### src/rtl/rirq_pkg.sv
package rirq_pkg;
    typedef enum logic [2:0] {
        SEL_ENA  = 3'd0,
        SEL_HLO  = 3'd1,
        SEL_HHI  = 3'd2,
        SEL_VLO  = 3'd3,
        SEL_VHI  = 3'd4,
        SEL_STAT = 3'd5
    } reg_sel_e;

    typedef enum logic [1:0] {
        MODE_OFF = 2'b00,
        MODE_H   = 2'b01,
        MODE_V   = 2'b10,
        MODE_HV  = 2'b11
    } cmp_mode_e;

    typedef enum logic {
        FL_IDLE = 1'b0,
        FL_PEND = 1'b1
    } flag_state_e;
endpackage

### src/rtl/rirq_regs.sv
module rirq_regs
    import rirq_pkg::*;
#(
    parameter int POS_W  = 9,
    parameter int DATA_W = 8,
    parameter int MODE_LSB = 4
) (
    input  logic              clk,
    input  logic              rst_n,
    input  logic              wr_en,
    input  reg_sel_e          sel,
    input  logic [DATA_W-1:0] wr_data,
    output logic [POS_W-1:0]  h_cmp,
    output logic [POS_W-1:0]  v_cmp,
    output cmp_mode_e         mode
);
    localparam int HI_W = POS_W - DATA_W;

    logic [POS_W-1:0] cmp_q [2];

    for (genvar a = 0; a < 2; a++) begin : g_axis
        localparam reg_sel_e LO_SEL = (a == 0) ? SEL_HLO : SEL_VLO;
        localparam reg_sel_e HI_SEL = (a == 0) ? SEL_HHI : SEL_VHI;

        always_ff @(posedge clk) begin
            if (!rst_n) begin
                cmp_q[a] <= '0;
            end else if (wr_en && sel == LO_SEL) begin
                cmp_q[a] <= {cmp_q[a][POS_W-1:DATA_W], wr_data};
            end else if (wr_en && sel == HI_SEL) begin
                cmp_q[a] <= {wr_data[HI_W-1:0], cmp_q[a][DATA_W-1:0]};
            end
        end

        assert_hi_keeps_low_R6: assert property (@(posedge clk) disable iff (!rst_n)
            (wr_en && sel == HI_SEL) |=> cmp_q[a][DATA_W-1:0] == $past(cmp_q[a][DATA_W-1:0]));
        assert_lo_keeps_high_R6: assert property (@(posedge clk) disable iff (!rst_n)
            (wr_en && sel == LO_SEL) |=> cmp_q[a][POS_W-1:DATA_W] == $past(cmp_q[a][POS_W-1:DATA_W]));
    end

    always_ff @(posedge clk) begin
        if (!rst_n) begin
            mode <= MODE_OFF;
        end else if (wr_en && sel == SEL_ENA) begin
            mode <= cmp_mode_e'(wr_data[MODE_LSB+1:MODE_LSB]);
        end
    end

    assign h_cmp = cmp_q[0];
    assign v_cmp = cmp_q[1];
endmodule

### src/rtl/rirq_match.sv
module rirq_match
    import rirq_pkg::*;
#(
    parameter int POS_W = 9
) (
    input  logic             clk,
    input  logic             rst_n,
    input  cmp_mode_e        mode,
    input  logic [POS_W-1:0] h_pos,
    input  logic [POS_W-1:0] v_pos,
    input  logic [POS_W-1:0] h_cmp,
    input  logic [POS_W-1:0] v_cmp,
    output logic             fire
);
    logic hit;
    logic hit_q;
    logic h_eq;
    logic v_eq;

    assign h_eq = (h_pos == h_cmp);
    assign v_eq = (v_pos == v_cmp);

    always_comb begin
        unique case (mode)
            MODE_OFF: hit = 1'b0;
            MODE_H:   hit = h_eq;
            MODE_V:   hit = v_eq && (h_pos == '0);
            MODE_HV:  hit = h_eq && v_eq;
            default:  hit = 1'b0;
        endcase
    end

    always_ff @(posedge clk) begin
        if (!rst_n) hit_q <= 1'b0;
        else        hit_q <= hit;
    end

    assign fire = hit && !hit_q;

    assert_single_shot_R8: assert property (@(posedge clk) disable iff (!rst_n)
        fire |=> !fire);
endmodule

### src/rtl/rirq_flag.sv
module rirq_flag
    import rirq_pkg::*;
(
    input  logic clk,
    input  logic rst_n,
    input  logic set_evt,
    input  logic clr_req,
    output logic flag
);
    flag_state_e state_q;
    flag_state_e state_d;

    always_ff @(posedge clk) begin
        if (!rst_n) state_q <= FL_IDLE;
        else        state_q <= state_d;
    end

    always_comb begin
        state_d = state_q;
        unique case (state_q)
            FL_IDLE: if (set_evt) state_d = FL_PEND;
            FL_PEND: if (clr_req && !set_evt) state_d = FL_IDLE;
            default: state_d = FL_IDLE;
        endcase
    end

    always_comb begin
        flag = (state_q == FL_PEND);
    end

    assert_event_sets_R1: assert property (@(posedge clk) disable iff (!rst_n)
        set_evt |=> flag);
    assert_ack_clears_R2: assert property (@(posedge clk) disable iff (!rst_n)
        (clr_req && !set_evt) |=> !flag);
endmodule

### src/rtl/raster_irq_unit.sv
module raster_irq_unit
    import rirq_pkg::*;
#(
    parameter int POS_W  = 9,
    parameter int DATA_W = 8
) (
    input  logic              clk,
    input  logic              rst_n,
    input  logic [2:0]        reg_sel,
    input  logic              wr_en,
    input  logic              rd_en,
    input  logic              dbg_rd,
    input  logic [DATA_W-1:0] wr_data,
    input  logic [DATA_W-1:0] open_bus,
    output logic [DATA_W-1:0] rd_data,
    input  logic [POS_W-1:0]  h_pos,
    input  logic [POS_W-1:0]  v_pos,
    input  logic              cart_irq,
    output logic              irq_out
);
    localparam int MODE_LSB = 4;
    localparam int FLAG_BIT = DATA_W - 1;

    reg_sel_e         sel;
    logic [POS_W-1:0] h_cmp;
    logic [POS_W-1:0] v_cmp;
    cmp_mode_e        mode;
    logic             fire;
    logic             flag;
    logic             stat_ack;
    logic             ena_off;
    logic             clr_req;

    assign sel = reg_sel_e'(reg_sel);

    rirq_regs #(.POS_W(POS_W), .DATA_W(DATA_W), .MODE_LSB(MODE_LSB)) u_regs (
        .clk     (clk),
        .rst_n   (rst_n),
        .wr_en   (wr_en),
        .sel     (sel),
        .wr_data (wr_data),
        .h_cmp   (h_cmp),
        .v_cmp   (v_cmp),
        .mode    (mode)
    );

    rirq_match #(.POS_W(POS_W)) u_match (
        .clk   (clk),
        .rst_n (rst_n),
        .mode  (mode),
        .h_pos (h_pos),
        .v_pos (v_pos),
        .h_cmp (h_cmp),
        .v_cmp (v_cmp),
        .fire  (fire)
    );

    assign stat_ack = (sel == SEL_STAT) && (wr_en || (rd_en && !dbg_rd));
    assign ena_off  = wr_en && (sel == SEL_ENA) && (wr_data[MODE_LSB+1:MODE_LSB] == 2'b00);
    assign clr_req  = stat_ack || ena_off;

    rirq_flag u_flag (
        .clk     (clk),
        .rst_n   (rst_n),
        .set_evt (fire),
        .clr_req (clr_req),
        .flag    (flag)
    );

    always_comb begin
        if (rd_en && sel == SEL_STAT) rd_data = {flag, open_bus[FLAG_BIT-1:0]};
        else                          rd_data = open_bus;
    end

    assign irq_out = flag || cart_irq;

    assert_dbg_read_keeps_R7: assert property (@(posedge clk) disable iff (!rst_n)
        (flag && rd_en && dbg_rd && !wr_en) |=> flag);
    assert_disable_clears_R3: assert property (@(posedge clk) disable iff (!rst_n)
        (wr_en && sel == SEL_ENA && wr_data[MODE_LSB+1:MODE_LSB] == 2'b00 && !fire) |=> !irq_out || cart_irq);
endmodule

### config.mk
export PLATFORM = sky130hd
export DESIGN_NAME = raster_irq_unit
export DESIGN_NICKNAME = d
export VERILOG_FILES = /design/src/rtl/rirq_pkg.sv /design/src/rtl/rirq_regs.sv /design/src/rtl/rirq_match.sv /design/src/rtl/rirq_flag.sv /design/src/rtl/raster_irq_unit.sv
export SDC_FILE = /design/constraint.sdc
export NUM_CORES = 1
export LEC_CHECK = 0
export BUFFER_PORTS_ARGS = -buffer_cell sky130_fd_sc_hd__buf_2
export CELL_PAD_IN_SITES_DETAIL_PLACEMENT = 0
export CELL_PAD_IN_SITES_GLOBAL_PLACEMENT = 1
export CORE_MARGIN = 1.5
export CORE_UTILIZATION = 35
export CTS_BUF_LIST = sky130_fd_sc_hd__clkbuf_16
export DETAILED_ROUTE_END_ITERATION = 7
export PLACE_DENSITY = 0.8
export SETUP_SLACK_MARGIN = 0.15
export SLEW_MARGIN = 5
export SYNTH_ARGS = -nofsm -noshare
export SYNTH_HDL_FRONTEND = slang
export SYNTH_SLANG_ARGS = --single-unit
### constraint.sdc
create_clock -name clk -period 1.9 [get_ports clk]
set_input_delay 0.19 -clock clk [delete_from_list [all_inputs] [get_ports clk]]
set_output_delay 0.19 -clock clk [all_outputs]
set_load 0.01 [all_outputs]
==> results.ini <==
[pwr]
swShare_pct=19.1
switching_power_mw=0.244
powerDensity_nw_per_um2=832
ir_drop_v=0.000290
power.total_mw=1.28
p_leak_nw=0.608
pwr-share-seq_pct=43.9
clkPwrFrac_pct=45.6
p_int_mw=1.03
p_comb_share_pct=10.5

[critical_path]
worstPathCellList=xor2_1 -> nor4_2 -> a41oi_1 -> o31ai_2
reg2regPathDepth=4
crit_type=register to register
required_ps=2070
cp_slowest_cell=edfxtp_1
start_kind=register
cp_max_fo=2
critPathArrivalTime_ps=1590
cp_slowest_stage_delay_ps=390
end_kind=register

[clocking]
numClockSinks=22
numCtsBuffers=3
cts_max_path_buffers=2
hold_buffers=0
cts_tree=built
cts_resized=0
clock_latency_ps=250
cts_setup_buffers=0
cts.reportedPaths.clkPinSlew_ps=60
cts_htree_levels=1
cts_root_buf=clkbuf_16

[logic_synthesis]
synth_cell_type_count=27
seq_area_frac_synth_pct=50.4
ys_ff_latch=22
yosys-top-cells-area=edfxtp_1 (44%), xor2_1 (11%), and2_1 (8.1%)
syn-instance-count=105
muxShareOfSynthArea_pct=2.54
synth_compound_area_share_pct=5.28
ys_warn_count=0
netlist_top_cells_count=edfxtp_1 (18), and2_1 (16), xor2_1 (16)
avgSynthCellArea_sq_um=11.7
synthArstFlopShare_pct=0
synth_edf_count=18
synth_top_family_by_area=simple AND/OR/NAND/NOR gates
syn_area_sq_um=1230
yosys.area_share.xor_xnor_pct=12.8
synthFlopType=edfxtp_1
syn_nets=148
synth_top_area_share_pct=43.9
synthAdderAreaFrac_pct=0
synthSimpleGateAreaFrac_pct=24.0
yosysTopAreaCell=edfxtp_1
synth_most_common_cell=edfxtp_1

[sta]
rsz0062_at_grt=no
fin_skew_ps=4.46
relSlewSlack_pct=74.8
setup_violations=0
finalHoldViolations=0
fmax_mhz=706
setup_slack_ps=483
fin_crit_ps=1420
final.period_utilization_pct=74.6
max_slew.worst_pin.slew_ps=377
maxSlewViolCount=0
timing.setup.tns_ps=0
hold_slack_ps=230

[place]
dp_hpwl_mm=1.99
place_ws_ps=442
place_inst=181
port_buffers=37
place.gp.congestion=0.803

[drt]
drtIter0Drc=13
drcViolationCount=0
drt_wl_total_mm=2.44
post_drt_wl_per_cell_microns=13.2
num_vias=859
viasPerCell=4.64
firstDrtPassIters=3
drtAntennaViolNets=0

[layout]
final_net_count=183
antenna_cells=0
seq_area_sq_um=621
final_cells=185
area_growth_pct=24.4
drive_gt1_share_pct=36.0
multiInputGateArea_sq_um=549
fill_cells=352

[grt]
grt_use_total_pct=13.1
overflow=0
antenna_found_initial=0
grt_pass1_vias=867
grt_pass1_wl_mm=3.99
grt_max_degree=14

[floorplanning]
core_area_sq_um=3360
die_y_microns=62.3
die_w_microns=62.3
io_pins=52
fp-row-count=21
start_util_pct=36.6
die_area_sq_um=3890

[hold_path]
hp-class=input pin to register
whs_path_depth=2

[status]
outcome=finished clean

[run]
cap_violations=0

-- worst max-delay path, delay by kind of cell, from the launching register on --
kind            cells  cell delay [ps]
compound gates      2              460
simple gates        1              310
flops               1              390
xor+xnor            1              180
-- registers in the layout, indices dropped and copies added (netlist names) --
signal,flops
u_flag.flag,1
u_match.hit_q,1
u_regs.cmp_q,18
u_regs.mode,2
-- power groups by stage --
stage | clock network [mW] | registers [mW] | logic, mW
floorplan | 0 | 0.567 | 0.0842
global placement | 0 | 0.570 | 0.132
detailed placement | 0 | 0.571 | 0.136
CTS | 0.590 | 0.561 | 0.137
global route | 0.610 | 0.562 | 0.151
finish | 0.581 | 0.560 | 0.134
-- layout by cell type, fill, tap and decap left out, drive strengths merged, types with 3 or more instances in the layout --
| master | Yosys | layout |
|---|---|---|
| buf | 9 | 39 |
| nand2 | 6 | 6 |
| nor4 | 6 | 6 |
| edfxtp | 18 | 18 |
| nor2 | 3 | 3 |
| clkbuf | 0 | 3 |
| dfxtp | 4 | 4 |
| nor2b | 4 | 4 |
| o21ai | 4 | 4 |
| and2 | 16 | 16 |
| xor2 | 16 | 16 |
-- through the flow --
step	util [%]	instance area (sq um)
floorplan	-	1230
global placement	42.4	1430
detailed placement	42.4	1430
CTS	45.6	1530
global route	45.6	1530
finish	45.6	1530
-- final timing paths --
| check | slack [ps] | from | to |
|---|---|---|---|
| setup / recovery | 480 | u_regs.cmp_q[1][4] | u_flag.flag |
| hold / removal | 230 | wr_data[2] | u_regs.cmp_q[1][2] |
| setup reg to reg | 480 | u_regs.cmp_q[1][4] | u_flag.flag |
| hold reg to reg | 460 | u_match.hit_q | u_flag.flag |
-- metal layers --
layer	track usage, %	wire length, microns	vias to the layer above
met2	22.0	1200	27
met1	16.0	1040	391
met5	0	0	-
li1	-	-	437
met4	5.28	27	0
met3	3.62	173	4
-- layout make-up --
cell class,count,share of cell area [%]
timing repair buffer,39,13.1
tap,46,3.76
multi-input combinational,74,35.8
clock inverter,1,1.96
clock buffer,3,4.90
sequential,22,40.5
-- cells by family (layout without fill, tap and decap cells) --
logic type	count (synthesis)	after routing
compound gates	9	9
xor+xnor	18	18
buf+inv	9	43
flops	22	22
mux	3	3
simple gates	44	44
Note: power is estimated with default switching activity, not from simulation.
